## src/rtl/pci_tgt_term_pkg.sv

```systemverilog
package pci_tgt_term_pkg;

    typedef enum logic [1:0] {
        ST_IDLE = 2'd0,
        ST_XFER = 2'd1,
        ST_STOP = 2'd2
    } tstate_e;

    // Registered control word of the termination sequencer
    typedef struct packed {
        tstate_e st;
        logic    devsel;
        logic    trdy;
        logic    stop;
        logic    wr;
        logic    np;
        logic    cancel;
        logic    sig_ta;
    } ctl_s;

    // Status-word position decoded by the configuration block
    localparam int unsigned SIG_TA_BIT = 11;
    localparam int unsigned STATUS_W   = 16;

endpackage

```

## src/rtl/ptt_wait_timer.sv

```systemverilog
module ptt_wait_timer #(
    parameter int unsigned FIRST_LIMIT = 32,
    parameter int unsigned NEXT_LIMIT  = 8
) (
    input  logic clk,
    input  logic rst_n,
    input  logic clear,
    input  logic run,
    input  logic first,
    output logic expired
);
    localparam int unsigned MAXL = (FIRST_LIMIT > NEXT_LIMIT) ? FIRST_LIMIT : NEXT_LIMIT;
    localparam int unsigned CW   = $clog2(MAXL + 1);

    logic [CW-1:0] cnt_q, cnt_d;
    logic [CW-1:0] lim;

    always_comb begin
        lim     = first ? CW'(FIRST_LIMIT - 1) : CW'(NEXT_LIMIT - 1);
        expired = run && (cnt_q == lim);
        cnt_d   = cnt_q;
        if (clear) begin
            cnt_d = '0;
        end else if (run && (cnt_q != lim)) begin
            cnt_d = cnt_q + CW'(1);
        end
    end

    always_ff @(posedge clk or negedge rst_n) begin
        if (!rst_n) begin
            cnt_q <= '0;
        end else begin
            cnt_q <= cnt_d;
        end
    end

    // the count never runs past the longer limit
    assert_cnt_bound_R4: assert property (@(posedge clk) disable iff (!rst_n)
        cnt_q < CW'(MAXL));

endmodule

```

## src/rtl/ptt_burst_track.sv

```systemverilog
module ptt_burst_track #(
    parameter int unsigned ADDR_W     = 32,
    parameter int unsigned PAGE_BITS  = 12,
    parameter int unsigned LINE_BYTES = 32,
    parameter int unsigned CNT_W      = 8
) (
    input  logic              clk,
    input  logic              rst_n,
    input  logic              load,
    input  logic [ADDR_W-1:0] load_addr,
    input  logic              load_wrap,
    input  logic              beat,
    output logic              first_beat,
    output logic              page_last,
    output logic              line_last
);
    localparam int unsigned LL    = $clog2(LINE_BYTES);
    localparam int unsigned WORDS = LINE_BYTES / 4;

    typedef struct packed {
        logic [ADDR_W-1:0] addr;
        logic [CNT_W-1:0]  beats;
        logic              wrap;
    } trk_s;

    trk_s          q, d;
    logic [LL-3:0] off_next;

    always_comb begin
        d        = q;
        off_next = q.addr[LL-1:2] + (LL-2)'(1);
        if (load) begin
            d.addr  = load_addr;
            d.beats = '0;
            d.wrap  = load_wrap;
        end else if (beat) begin
            if (q.wrap) begin
                d.addr = {q.addr[ADDR_W-1:LL], off_next, q.addr[1:0]};
            end else begin
                d.addr = q.addr + ADDR_W'(4);
            end
            if (q.beats != '1) begin
                d.beats = q.beats + CNT_W'(1);
            end
        end
    end

    assign first_beat = (q.beats == '0);
    assign page_last  = !q.wrap && (&q.addr[PAGE_BITS-1:2]);
    assign line_last  = q.wrap && (q.beats == CNT_W'(WORDS - 1));

    always_ff @(posedge clk or negedge rst_n) begin
        if (!rst_n) begin
            q <= '0;
        end else begin
            q <= d;
        end
    end

    // a wrapping burst never leaves its line
    assert_wrap_in_line_R8: assert property (@(posedge clk) disable iff (!rst_n)
        (beat && !load && q.wrap) |=> (q.addr[ADDR_W-1:LL] == $past(q.addr[ADDR_W-1:LL])));

endmodule

```

## src/rtl/pci_tgt_term.sv

```systemverilog
module pci_tgt_term
    import pci_tgt_term_pkg::*;
#(
    parameter int unsigned ADDR_W      = 32,
    parameter int unsigned PAGE_BITS   = 12,
    parameter int unsigned LINE_BYTES  = 32,
    parameter int unsigned FIRST_LIMIT = 32,
    parameter int unsigned NEXT_LIMIT  = 8,
    parameter int unsigned BEAT_CNT_W  = 8
) (
    input  logic                clk,
    input  logic                rst_n,
    input  logic                frame_n,
    input  logic                irdy_n,
    input  logic                addr_hit,
    input  logic [ADDR_W-1:0]   addr,
    input  logic                is_write,
    input  logic                buf_avail,
    input  logic                win_nonpref,
    input  logic                wrap_mode,
    input  logic                data_ready,
    input  logic                abort_req,
    input  logic                par_err,
    output logic                devsel_n,
    output logic                trdy_n,
    output logic                stop_n,
    output logic                wr_strobe,
    output logic                wr_cancel,
    output logic [STATUS_W-1:0] status
);

    ctl_s q, d;
    logic claim, beat;
    logic first_beat, page_last, line_last;
    logic expired, tmr_run, tmr_clear, disc_hit;

    assign claim     = (q.st == ST_IDLE) && addr_hit && !frame_n;
    assign beat      = (q.st == ST_XFER) && q.trdy && !irdy_n;
    assign tmr_run   = (q.st == ST_XFER) && !q.trdy && !data_ready;
    assign tmr_clear = claim || beat;
    assign disc_hit  = q.np || page_last || line_last;

    ptt_wait_timer #(
        .FIRST_LIMIT (FIRST_LIMIT),
        .NEXT_LIMIT  (NEXT_LIMIT)
    ) u_timer (
        .clk     (clk),
        .rst_n   (rst_n),
        .clear   (tmr_clear),
        .run     (tmr_run),
        .first   (first_beat),
        .expired (expired)
    );

    ptt_burst_track #(
        .ADDR_W     (ADDR_W),
        .PAGE_BITS  (PAGE_BITS),
        .LINE_BYTES (LINE_BYTES),
        .CNT_W      (BEAT_CNT_W)
    ) u_track (
        .clk        (clk),
        .rst_n      (rst_n),
        .load       (claim),
        .load_addr  (addr),
        .load_wrap  (wrap_mode && is_write),
        .beat       (beat),
        .first_beat (first_beat),
        .page_last  (page_last),
        .line_last  (line_last)
    );

    always_comb begin
        d = q;
        unique case (q.st)
            ST_IDLE: begin
                if (claim) begin
                    d.wr     = is_write;
                    d.np     = win_nonpref;
                    d.cancel = par_err && is_write;
                    d.devsel = 1'b1;
                    d.trdy   = 1'b0;
                    if (abort_req) begin
                        d.devsel = 1'b0;
                        d.stop   = 1'b1;
                        d.sig_ta = 1'b1;
                        d.st     = ST_STOP;
                    end else if (!buf_avail) begin
                        d.stop = 1'b1;
                        d.st   = ST_STOP;
                    end else begin
                        d.st = ST_XFER;
                    end
                end
            end
            ST_XFER: begin
                if (par_err && q.wr) begin
                    d.cancel = 1'b1;
                end
                if (abort_req) begin
                    d.devsel = 1'b0;
                    d.trdy   = 1'b0;
                    d.stop   = 1'b1;
                    d.sig_ta = 1'b1;
                    d.st     = ST_STOP;
                end else if (beat) begin
                    if (frame_n) begin
                        d.devsel = 1'b0;
                        d.trdy   = 1'b0;
                        d.cancel = 1'b0;
                        d.st     = ST_IDLE;
                    end else if (disc_hit) begin
                        d.trdy = 1'b0;
                        d.stop = 1'b1;
                        d.st   = ST_STOP;
                    end else begin
                        d.trdy = data_ready;
                    end
                end else if (!q.trdy && data_ready) begin
                    d.trdy = 1'b1;
                end else if (expired) begin
                    d.stop = 1'b1;
                    d.st   = ST_STOP;
                end
            end
            ST_STOP: begin
                if (frame_n) begin
                    d.devsel = 1'b0;
                    d.trdy   = 1'b0;
                    d.stop   = 1'b0;
                    d.cancel = 1'b0;
                    d.st     = ST_IDLE;
                end
            end
            default: begin
                d.st = ST_IDLE;
            end
        endcase
    end

    always_ff @(posedge clk or negedge rst_n) begin
        if (!rst_n) begin
            q <= '0;
        end else begin
            q <= d;
        end
    end

    assign devsel_n  = !q.devsel;
    assign trdy_n    = !q.trdy;
    assign stop_n    = !q.stop;
    assign wr_strobe = beat && q.wr && !q.cancel && !par_err;
    assign wr_cancel = q.cancel;

    always_comb begin
        status             = '0;
        status[SIG_TA_BIT] = q.sig_ta;
    end

    // a clean claim raises DEVSEL without STOP
    assert_claim_R2: assert property (@(posedge clk) disable iff (!rst_n)
        (claim && buf_avail && !abort_req) |=> (q.devsel && !q.stop && !q.trdy));

    // retry or disconnect never carries TRDY
    assert_stop_shape_R3: assert property (@(posedge clk) disable iff (!rst_n)
        ($rose(q.stop) && q.devsel) |-> !q.trdy);

    // an abort on the pins always has its status flag
    assert_abort_flag_R9: assert property (@(posedge clk) disable iff (!rst_n)
        (q.stop && !q.devsel) |-> status[SIG_TA_BIT]);

    // abort wins over a missing buffer
    assert_abort_prio_R10: assert property (@(posedge clk) disable iff (!rst_n)
        (claim && abort_req) |=> (q.stop && !q.devsel));

    // release one clock after FRAME# rises
    assert_release_R11: assert property (@(posedge clk) disable iff (!rst_n)
        (q.stop && frame_n) |=> (!q.stop && !q.devsel && !q.trdy));

    // a cancelled write stays cancelled until the transaction ends
    assert_cancel_hold_R12: assert property (@(posedge clk) disable iff (!rst_n)
        (q.cancel && (q.st != ST_IDLE)) |=> (q.cancel || (q.st == ST_IDLE)));

endmodule

```

## config.mk

```make
export PLATFORM = sky130hd
export DESIGN_NAME = pci_tgt_term
export DESIGN_NICKNAME = d
export VERILOG_FILES = /design/src/rtl/pci_tgt_term_pkg.sv /design/src/rtl/ptt_wait_timer.sv /design/src/rtl/ptt_burst_track.sv /design/src/rtl/pci_tgt_term.sv
export SDC_FILE = /design/constraint.sdc
export NUM_CORES = 1
export LEC_CHECK = 0
export BUFFER_PORTS_ARGS = -buffer_cell sky130_fd_sc_hd__buf_2
export CELL_PAD_IN_SITES_DETAIL_PLACEMENT = 1
export CELL_PAD_IN_SITES_GLOBAL_PLACEMENT = 2
export CORE_MARGIN = 8
export CORE_UTILIZATION = 32
export CTS_BUF_LIST = sky130_fd_sc_hd__clkbuf_16
export DETAILED_ROUTE_END_ITERATION = 10
export HOLD_SLACK_MARGIN = 0.05
export MAX_ROUTING_LAYER = met4
export PLACE_DENSITY = 0.85
export SKIP_CTS_REPAIR_TIMING = 1
export SLEW_MARGIN = 25
export SYNTH_ARGS = -nofsm -noshare
export SYNTH_HDL_FRONTEND = slang
export SYNTH_SLANG_ARGS = --single-unit
```

## constraint.sdc

```tcl
create_clock -name clk -period 3.9 [get_ports clk]
set_clock_uncertainty 0.05 [all_clocks]
set_input_delay 0.585 -clock clk [delete_from_list [all_inputs] [get_ports clk]]
set_output_delay 0.585 -clock clk [all_outputs]
set_load 0.01 [all_outputs]
```

==> results of run 1 <==
-- critical path: cells and delay by family, from the launching register on --
kind          cells  cell delay [ps]
flops             1              400
simple gates      2              780
buf+inv           2              290
fa+ha+maj         1              320
-- area by class of cell --
cell class	instances	area [sq um]
clock buffers	5	125
clock inverters	3	40.0
fillers	799	4190
inverters	10	37.5
multi-input cells	188	1150
flip-flops and latches	34	851
well taps	80	100
repair buffers	28	143
-- flip-flops by register name (all words and copies together) (netlist names) --
name	cells
u_track.q	19
status	1
u_timer.cnt_q	6
q	7
wr_cancel	1
-- where the power goes --
| group | switching, mW | total (mW) | internal (mW) |
|---|---|---|---|
| Combinational | 0.223 | 0.404 | 0.181 |
| Clock | 0.151 | 0.450 | 0.299 |
| Sequential | 0.111 | 0.567 | 0.457 |
| Total | 0.484 | 1.42 | 0.937 |
-- per-layer routing --
| metal | share of wire [%] | global-route usage (%) |
|---|---|---|
| met4 | 1.2 | 3.84 |
| met2 | 50 | 19.9 |
| met1 | 45 | 13.7 |
| met5 | 0 | - |
| met3 | 4.1 | 3.06 |
-- how the worst max path moves through the flow --
stage / start / endpoint / slack (ps) / cells after the start
2_1_floorplan: q[8] / u_timer.cnt_q[5] / 1730 / 9
3_3_place_gp: frame_n / q[4] / 1400 / 6
3_5_place_dp: q[8] / u_timer.cnt_q[5] / 1360 / 7
4_1_cts: q[8] / wr_strobe / 1140 / 5
5_1_grt: q[8] / wr_strobe / 970 / 5
6_report: q[8] / wr_strobe / 1190 / 5
-- Yosys cell counts, types with 4 or more instances --
library cell  instances  area share [%]
nor2_1               16             2.8
dfrtp_1              34              39
a211oi_1              5             1.7
buf_4                16             5.6
clkbuf_1              5            0.87
nand3_1              16             3.7
nor3_1                4            0.93
xor2_1                5             2.0
nand2_1              32             5.6
a21o_1                6             2.1
ha_1                  8             4.6
xnor2_1              10             4.1
inv_1                10             1.7
nor4_1                4             1.2
a21oi_1               9             2.1
o21ai_0              18             4.2
-- cells in the final DEF, fill, tap and decap left out, drive strengths merged, types with 2 or more instances in the layout --
cell type and count:
xor2 5, nand3 16, o21ai 18, dfrtp 34, clkinv 2, ha 8
mux2i 3, buf 28, nor3 5, nor4bb 2, a31oi 2, conb 15
nor2 16, nand2 32, inv 10, a211oi 5, nor2b 2, nand2b 3
a21o 6, a21oi 9, nor4 4, nand3b 3, clkbuf 5, or3 3
xnor2 10, nand4 3, nor4b 4
-- cells by family after synthesis --
| group | after synthesis | synth area share (%) |
|---|---|---|
| and+or+nand+nor | 100 | 25.1 |
| AOI/OAI and AO/OA | 46 | 13.1 |
| DFF | 34 | 39.5 |
| buffers and inverters | 34 | 9.46 |
| xor gates and xnor gates | 15 | 6.09 |
| adders and majority gates | 8 | 4.64 |
| muxes | 4 | 1.92 |
| other | 1 | 0.174 |
-- through the flow --
step	instances	util (%)	instance area [sq um]	total power, mW	hold slack [ps]
final	348	36.9	2450	1.42	352
after global routing	348	36.9	2450	1.53	416
after CTS	348	36.9	2450	1.44	383
after detailed placement	340	34.4	2280	0.983	393
after global placement	340	34.4	2280	0.966	391
after floorplan	256	-	2210	0.875	239
==> results.cfg, run 1 <==
[grt]
antenna_found_initial = 0
grt_pass1_wl_microns = 9300
grt_pass1_vias = 1956
grt-ovfl-total = 0
grt_max_degree = 35
grt.total_usage_pct = 11.9

[clocking]
insertion_delay_ps = 280
cts_tree = yes
clk_pin_slew_ps = 50
cts_buffers = 5
cts_root_buffer = clkbuf_16
clock-sinks = 34
clockBufferDepth = 2
htreeDepth = 2

[worst_setup_path]
arrival_ps = 2070
worst_path_max_delay_cell = nand3b_1
critical_path.cell_chain = inv_1 -> ha_1 -> nand3b_1 -> nor4b_1 -> buf_2
crit_required_ps = 3260
worstSetupPathType = reg2out
crit_path_end_kind = primary output
slowest_delay_ps = 420
r2r_start = q[8]
r2r_end = u_timer.cnt_q[5]
reg2regPathDepth = 7
crit_fanout = 10
rrSetupSlack_ps = 1400
start_kind = flip-flop

[cells_and_area]
num_antenna_cells = 0
area_delta_synth_final_pct = 13.6
drive_gt1_share_pct = 15.7
layout.nets = 319

[synthesis]
seq_area_frac_synth_pct = 39.5
synth_edf_count = 0
ys_warn_count = 0
ys_ff_latch = 34
ys_async_sr_fraction_pct = 100
synth_flop_cell = dfrtp_1
synthCells = 242
avgSynthCellArea_sq_um = 8.91
syn-cell-area_sq_um = 2160
ys_types = 44

[route]
via_per_inst = 4.97
totalWireLength_microns = 5200
postRouteAntennaNets = 0
routedWlPerCell_microns = 14.9
drtIter0Drc = 64
drt_first_pass_iters = 3
drc = 0
vias = 1731

[sta]
slew-limit-headroom_pct = 45.8
setup_ws_ps = 1190
finalCritPeriodShare_pct = 69.4
max_freq_mhz = 369
rsz0062_at_grt = no
setup_violations = 0
worst_pin_slew_ps = 813
min_period_ps = 2710
hold_violations = 0
slew_violations = 0
tns_ps = 0

[floorplan]
core_area_sq_um = 6640
start_util_pct = 32.4
num_rows = 30
ios = 65
fp.dieW_microns = 98.1
dieArea_sq_um = 9620
die_h_microns = 98.1

[power_and_ir_drop]
power.density_nw_per_um2 = 580
p_leak_nw = 1.07
vdd_drop_max_v = 0.000139

[placed_design]
dp_slack_ps = 1360
portBuffers = 27
dp_hpwl_microns = 3870
place_congestion = 0.735

[run_status]
status = finished, final reports clean

[flow_run]
cap_viol_max_count = 0

[min_path]
hp-class = in2async
Note: power is estimated with default switching activity, not from simulation.
==> inputs of run 2 (changes only) <==
--- a/config.mk
+++ b/config.mk
@@ -5,16 +5,17 @@
 export SDC_FILE = /design/constraint.sdc
 export NUM_CORES = 1
 export LEC_CHECK = 0
+export ABC_AREA = 1
 export BUFFER_PORTS_ARGS = -buffer_cell sky130_fd_sc_hd__buf_2
 export CELL_PAD_IN_SITES_DETAIL_PLACEMENT = 1
 export CELL_PAD_IN_SITES_GLOBAL_PLACEMENT = 2
 export CORE_MARGIN = 8
-export CORE_UTILIZATION = 32
+export CORE_UTILIZATION = 29
 export CTS_BUF_LIST = sky130_fd_sc_hd__clkbuf_16
 export DETAILED_ROUTE_END_ITERATION = 10
 export HOLD_SLACK_MARGIN = 0.05
 export MAX_ROUTING_LAYER = met4
-export PLACE_DENSITY = 0.85
+export PLACE_DENSITY = 0.82
 export SKIP_CTS_REPAIR_TIMING = 1
 export SLEW_MARGIN = 25
 export SYNTH_ARGS = -nofsm -noshare
==> constraint.sdc (replaced) <==
create_clock -name clk -period 2.7 [get_ports clk]
set_clock_uncertainty 0.05 [all_clocks]
set_input_delay 0.405 -clock clk [delete_from_list [all_inputs] [get_ports clk]]
set_output_delay 0.405 -clock clk [all_outputs]
set_load 0.01 [all_outputs]
==> run 2 against run 1 <==
Compared with the run above: core utilization shrank 2.9 points; synthesized cell count grew 31%; worst hold slack lost 180 ps; power grew 57%; sequential share of layout area shrank 2.3 points; critical path type unchanged; largest cell class unchanged.
==> results.cfg, run 2 <==
[run_status]
status = finished, final reports clean

[min_path]
hp-class = in2async

[synthesis]
syn-cell-area_sq_um = 2320
synthCells = 317
ys_ff_latch = 34
yosys.area.top_type_share_pct = 36.7
seq_area_frac_synth_pct = 36.7
ys_types = 35
synth_edf_count = 0
avgSynthCellArea_sq_um = 7.31
synth_flop_cell = dfrtp_1
ys_warn_count = 0
ys_top_cells_by_count = nand2_1, inv_1, dfrtp_1, nor2_1
ys_async_sr_fraction_pct = 100
synth_most_common_cell = nand2_1
yosys.area.top_type = dfrtp_1
synthTopCellsByArea = dfrtp_1, nand2_1, inv_1

[sta]
tns_ps = 0
finalCritPeriodShare_pct = 84.3
slew_violations = 0
worst_pin_slew_ps = 797
min_period_ps = 2280
rsz0062_at_grt = no
slew-limit-headroom_pct = 46.8
max_freq_mhz = 439
setup_violations = 0
hold_violations = 0

[grt]
grt_pass1_wl_microns = 10700
grt_pass1_vias = 2247
grt-ovfl-total = 0
grt_max_degree = 35
grt.total_usage_pct = 11.9
antenna_found_initial = 0

[power_and_ir_drop]
vdd_drop_max_v = 0.000295
p_leak_nw = 1.29
power.density_nw_per_um2 = 849

[route]
routedWlPerCell_microns = 13.8
totalWireLength_microns = 6170
drt_first_pass_iters = 4
drc = 0
drtIter0Drc = 75
via_per_inst = 4.73
vias = 2119
postRouteAntennaNets = 0

[placed_design]
portBuffers = 27
place_congestion = 0.803
dp_hpwl_microns = 4760

[clocking]
htreeDepth = 2
clk_pin_slew_ps = 50
cts_tree = yes
cts_root_buffer = clkbuf_16
cts_buffers = 5
clock-sinks = 34
insertion_delay_ps = 270
clockBufferDepth = 2

[worst_setup_path]
crit_fanout = 12
start_kind = flip-flop
crit_path_end_kind = primary output
arrival_ps = 1820
rrSetupSlack_ps = 540
crit_required_ps = 2250
worstSetupPathType = reg2out

[cells_and_area]
largest_reg_flops = 19
num_antenna_cells = 0
mostFrequentLayoutCells = nand2_1, inv_1, nor2_1, dfrtp_1, buf_2
layout.nets = 398
post-route-util_pct = 34.0
top_register = u_track.q
reg.largest.list = u_track.q: 19 flops, q: 7 flops, u_timer.cnt_q: 6 flops
multi_input_area_sq_um = 1210
regArea_sq_um = 851
fill_cells = 973
area_delta_synth_final_pct = 13.5
layout_commonest_cell = nand2_1
drive_gt1_share_pct = 15.0

[floorplan]
num_rows = 32
core_area_sq_um = 7730
ios = 65
start_util_pct = 30.0
die_h_microns = 105
fp.dieW_microns = 105
dieArea_sq_um = 11100

[flow_run]
cap_viol_max_count = 0
## run 2: cell count changes in the layout (fill, tap and decap cells not counted), sizes merged, moves of 7 or more
cell   previous run  this run
inv              10        42
nand2            32        72
nand3            16        23
nand4             3        14
nor2             16        36
xnor2            10         1
## run 2: power breakdown
| part | total, mW | leakage, nW | switching [mW] | internal, mW |
|---|---|---|---|---|
| combinational | 0.861 | 0.784 | 0.547 | 0.314 |
| sequential | 0.839 | 0.437 | 0.167 | 0.671 |
| clock | 0.532 | 0.0723 | 0.202 | 0.330 |
| total | 2.23 | 1.29 | 0.917 | 1.31 |
## run 2: worst paths after layout
check,from,endpoint,cells after the start
max in group asynchronous,rst_n,u_timer.cnt_q[5],1
hold / removal,rst_n,u_track.q[2],1
setup reg to reg,q[7],q[5],9
hold reg to reg,q[4],q[4],2
min in group clk,win_nonpref,q[2],3
setup / recovery,q[8],wr_strobe,5
## run 2: metal layers
metal,global-route usage [%],routed length (microns),vias up
met5,-,0,-
met4,3.77,72,0
met3,2.74,260,4
met2,20.3,3010,41
met1,13.5,2820,1007
li1,-,-,1067
## run 2: critical path: stages, from the launching register on
cell and delay (ps):
dfrtp_1 420, inv_1 90, ha_1 270, nand3_2 310, nor4_1 270, buf_2 190
## run 2: kinds of logic after synthesis
kind of cell | share of synthesized area (%)
adders and majority gates | 4.32
and+or+nand+nor | 31.4
other | 0.162
buffers and inverters | 13.1
AOI/OAI and AO/OA | 11.9
DFF | 36.7
xor gates and xnor gates | 2.27
## run 2: through the flow
stage               instance area (sq um)  hold WS [ps]  instances  setup WS [ps]  power (mW)
CTS                                  2630           218        448            416        2.27
global placement                     2490           403        441            621        1.68
detailed placement                   2490           415        441            527        1.72
floorplan                            2370          59.4        331            907        1.48
global route                         2630           239        448            339        2.45
finish                               2630           167        448            423        2.23
## run 2: area by class of cell
cell class | instances | area share, %
clock inverters | 2 | 0.286
well taps | 102 | 4.86
inverters | 40 | 5.81
repair buffers | 29 | 5.71
multi-input cells | 236 | 46.2
flip-flops and latches | 34 | 32.4
clock buffers | 5 | 4.76
